[src/rtl/cond_pkg.sv]
package cond_pkg;

  localparam int unsigned SEL_W  = 4;
  localparam int unsigned FLAG_N = 4;

  typedef struct packed {
    logic n;
    logic z;
    logic c;
    logic v;
  } flags_t;

  typedef enum logic [SEL_W-1:0] {
    SEL_ZS   = 4'b0000,
    SEL_ZC   = 4'b0001,
    SEL_CS   = 4'b0010,
    SEL_CC   = 4'b0011,
    SEL_NS   = 4'b0100,
    SEL_NC   = 4'b0101,
    SEL_VS   = 4'b0110,
    SEL_VC   = 4'b0111,
    SEL_UGT  = 4'b1000,
    SEL_ULE  = 4'b1001,
    SEL_SGE  = 4'b1010,
    SEL_SLT  = 4'b1011,
    SEL_SGT  = 4'b1100,
    SEL_SLE  = 4'b1101,
    SEL_ALL  = 4'b1110,
    SEL_RSV  = 4'b1111
  } sel_e;

endpackage

[src/rtl/cond_eval.sv]
module cond_eval
  import cond_pkg::*;
(
  input  logic [SEL_W-1:0] sel_i,
  input  flags_t           flags_i,
  output logic             pass_o,
  output logic             rsv_o
);

  logic sign_eq;
  assign sign_eq = (flags_i.n == flags_i.v);

  always_comb begin
    pass_o = 1'b0;
    rsv_o  = 1'b0;
    unique case (sel_e'(sel_i))
      SEL_ZS:  pass_o =  flags_i.z;
      SEL_ZC:  pass_o = ~flags_i.z;
      SEL_CS:  pass_o =  flags_i.c;
      SEL_CC:  pass_o = ~flags_i.c;
      SEL_NS:  pass_o =  flags_i.n;
      SEL_NC:  pass_o = ~flags_i.n;
      SEL_VS:  pass_o =  flags_i.v;
      SEL_VC:  pass_o = ~flags_i.v;
      SEL_UGT: pass_o =  flags_i.c & ~flags_i.z;
      SEL_ULE: pass_o = ~flags_i.c |  flags_i.z;
      SEL_SGE: pass_o =  sign_eq;
      SEL_SLT: pass_o = ~sign_eq;
      SEL_SGT: pass_o = ~flags_i.z &  sign_eq;
      SEL_SLE: pass_o =  flags_i.z | ~sign_eq;
      SEL_ALL: pass_o = 1'b1;
      SEL_RSV: rsv_o  = 1'b1;
      default: pass_o = 1'b0;
    endcase
  end

endmodule

[src/rtl/flag_reg.sv]
module flag_reg #(
  parameter int unsigned WIDTH = 4
) (
  input  logic             clk,
  input  logic             rst,
  input  logic             load_i,
  input  logic [WIDTH-1:0] d_i,
  output logic [WIDTH-1:0] q_o
);

  for (genvar i = 0; i < WIDTH; i++) begin : g_bit
    always_ff @(posedge clk) begin
      if (rst)
        q_o[i] <= 1'b0;
      else if (load_i)
        q_o[i] <= d_i[i];
    end
  end

endmodule

[src/rtl/cond_gate.sv]
module cond_gate
  import cond_pkg::*;
#(
  parameter int unsigned INSTR_W = 32
) (
  input  logic               clk,
  input  logic               rst,
  input  logic [INSTR_W-1:0] instr_i,
  input  logic               set_flags_i,
  input  logic [FLAG_N-1:0]  alu_flags_i,
  output logic               exec_o,
  output logic               bad_cond_o
);

  localparam int unsigned SEL_MSB = INSTR_W - 1;

  logic [SEL_W-1:0]  sel;
  logic [FLAG_N-1:0] flags_q;
  flags_t            flags_s;
  logic              pass;
  logic              rsv;
  logic              load;

  assign sel     = instr_i[SEL_MSB -: SEL_W];
  assign flags_s = flags_t'(flags_q);

  cond_eval u_eval (
    .sel_i   (sel),
    .flags_i (flags_s),
    .pass_o  (pass),
    .rsv_o   (rsv)
  );

  assign exec_o     = pass & ~rsv;
  assign bad_cond_o = rsv;
  assign load       = exec_o & set_flags_i;

  flag_reg #(.WIDTH(FLAG_N)) u_flags (
    .clk    (clk),
    .rst    (rst),
    .load_i (load),
    .d_i    (alu_flags_i),
    .q_o    (flags_q)
  );

endmodule

[config.mk]
export PLATFORM = sky130hd
export DESIGN_NAME = cond_gate
export DESIGN_NICKNAME = d
export VERILOG_FILES = /design/src/rtl/cond_pkg.sv /design/src/rtl/cond_eval.sv /design/src/rtl/flag_reg.sv /design/src/rtl/cond_gate.sv
export SDC_FILE = /design/constraint.sdc
export NUM_CORES = 1
export LEC_CHECK = 0
export BUFFER_PORTS_ARGS = -buffer_cell sky130_fd_sc_hd__buf_2
export CORE_AREA = 2 2 39 41
export DETAILED_ROUTE_END_ITERATION = 7
export DIE_AREA = 0 0 41 43
export GPL_ROUTABILITY_DRIVEN = 0
export PLACE_DENSITY = 0.67
export SYNTH_ARGS = -nofsm -noshare
export SYNTH_HDL_FRONTEND = slang
export SYNTH_HIERARCHICAL = 1
export SYNTH_SLANG_ARGS = --single-unit
[constraint.sdc]
create_clock -name clk -period 2.4 [get_ports clk]
set_input_delay 0.48 -clock clk [delete_from_list [all_inputs] [get_ports clk]]
set_output_delay 0.48 -clock clk [all_outputs]
set_load 0.01 [all_outputs]
==> out/qor.txt <==
CP endpoint kind = output port
critical path launch point type = flip-flop
max FFs per register = 4
Leak Pwr = 0.1954 nW
design area = 445.4 um2
area of the multi-input gates = 262.8 um2
TritonCTS clock tree = done
Residual DRC = 0
Final ANT Viol Nets = 0
site row count = 14
Total Die Area = 1763 um2
H-tree depth = 1
vias = 352
Largest Register = u_flags/q_o
Fin. Hold Viols = 0
EDFF count, synth = 0
crit-path max FO = 6
Clock Path Buffers = 2
RR Startpoint = u_flags/q_o[3]
most common cell after layout, fill and taps aside = buf_2
wire length per cell = 9.849 um
vias in the first global route = 297
Post-CTS Setup Inserts = 0
first-pass GRT wire length = 1131 um
most frequent cells in the layout = 12 x buf_2, 7 x nor2_1, 4 x mux2i_1, 4 x dfxtp_1
hold_buf cts = 0
worst endpoint required time = 1920 ps
# fillers = 155
First DRT Iteration DRCs = 5
Final Setup Violations = 0
CTS Buf Count = 3
Crit Path Category = flip-flop to output port
Cell variety after synth = 21
fmax = 438.7 MHz
I/O pins = 41
Root Buffer = clkbuf_4
Yosys reg bits = 4
Die W = 41 um
Tmin final = 2279 ps
share of cells above drive strength 1 = 29.82%
worst setup path start = u_flags/q_o[3]
largest net degree at the start of global routing = 10
RSZ-0062 raised after global routing = no
VDD IR max = 308.5 uV
Synth Cell Area = 357.8 um2
Register Area = 80.08 um2
final net count = 98
Initial Utilization = 25.86%
fin crit share = 94.97%
Hold WC Path Type = input pin to flip-flop
die height = 43 um
status = complete, no violations
clock sink total = 4
sequential area share after synthesis = 22.38%
Placement Cell Area = 422.9 um2
synth warn = 6
Slew HR = 83.04%
Worst-Margin Slew = 254.1 ps
clk_skew = 0.6337 ps
max cap viols = 0
WL final = 719 um
CTS clk-pin slew, worst paths = 30 ps
Skew-Pair Late Insertion Delay = 230 ps
TritonRoute pass-1 iters = 4
antenna cell count = 0
initial antenna violation count = 0
Critical Path AT = 1800 ps
Synth Instances = 45
global route overflow = 0
pwr/cell area = 491.0 nW/um2
global router's overall resource usage = 9.950%
Core Area = 1384 um2
area grow syn2layout = 24.48%
Max Slew Vio Count = 0
Post-synth ARST share = 0%
Final HPWL DP = 584.1 um
Vias per Instance = 4.822
I/O Buffers = 12
setup TNS = 0 ps
hold path start = rst
biggest registers after layout = u_flags/q_o x4
Main synth FF type = dfxtp_1
synthesized area per cell = 7.952 um2
Resize count post-CTS = 0
Synth Net Count = 84
==> layer usage <==
layer | track usage [%] | wire [um] | vias up
met4 | 10.00 | 0 | 0
met5 | 0 | 0 | -
met1 | 11.61 | 314 | 156
li1 | - | - | 189
met2 | 13.13 | 384 | 7
met3 | 3.141 | 20 | 0
==> area by class of cell <==
class                      count  area share (%)
sequential                     4           17.98
tap                           16           4.494
multi-input combinational     38           58.99
clock buffer                   3           5.056
timing repair buffer          12           13.48
==> kinds of logic after synthesis <==
logic type	after synthesis	share of synthesized area [%]
and+or+nand+nor	20	29.37
buffers and inverters	3	4.195
muxes	5	15.38
xor gates and xnor gates	2	6.995
AOI/OAI and AO/OA	11	21.68
DFF	4	22.38
==> where the power goes <==
group	internal, mW	switching [mW]
Combinational	0.0327	0.0290
Clock	0.0556	0.0235
Sequential	0.0715	0.00631
==> cells in the mapped netlist, types with 2 or more instances <==
| cell | number | share of area, % |
|---|---|---|
| nand2_1 | 3 | 3.1 |
| nand2b_1 | 2 | 3.5 |
| nor3_1 | 2 | 2.8 |
| nor2_1 | 7 | 7.3 |
| nor2b_1 | 2 | 3.5 |
| clkbuf_2 | 3 | 4.2 |
| a211o_1 | 2 | 4.9 |
| dfxtp_1 | 4 | 22 |
| o211ai_1 | 2 | 4.2 |
| mux2i_1 | 4 | 11 |
| a21oi_1 | 3 | 4.2 |
| and3b_1 | 2 | 4.9 |
==> stage by stage <==
stage	cells	hold slack (ps)	utilization (%)	total power [mW]	worst slack, ps
4_1_cts	73	445.9	32.19	0.2246	100.8
6_report	73	457.6	32.19	0.2187	120.8
5_1_grt	73	454.1	32.19	0.2375	38.29
2_1_floorplan	45	494.9	-	0.1235	410.6
3_5_place_dp	70	522.2	30.56	0.1410	155.7
3_3_place_gp	70	523.0	30.56	0.1392	159.4
==> worst paths after layout <==
kind	endpoint	slack, ps	cells after the start
setup / recovery	exec_o	120	6
hold / removal	u_flags/q_o[1]	460	2
setup reg to reg	u_flags/q_o[2]	500	7
hold reg to reg	u_flags/q_o[1]	530	2
==> critical path, cell delays in order, from the launching register on <==
cell and delay (ps):
dfxtp_1 450, xnor2_2 170, o22ai_1 120, a211o_1 300, a211o_1 270, nor2b_1 130
buf_2 130
Power figures use the tool's default switching activity.
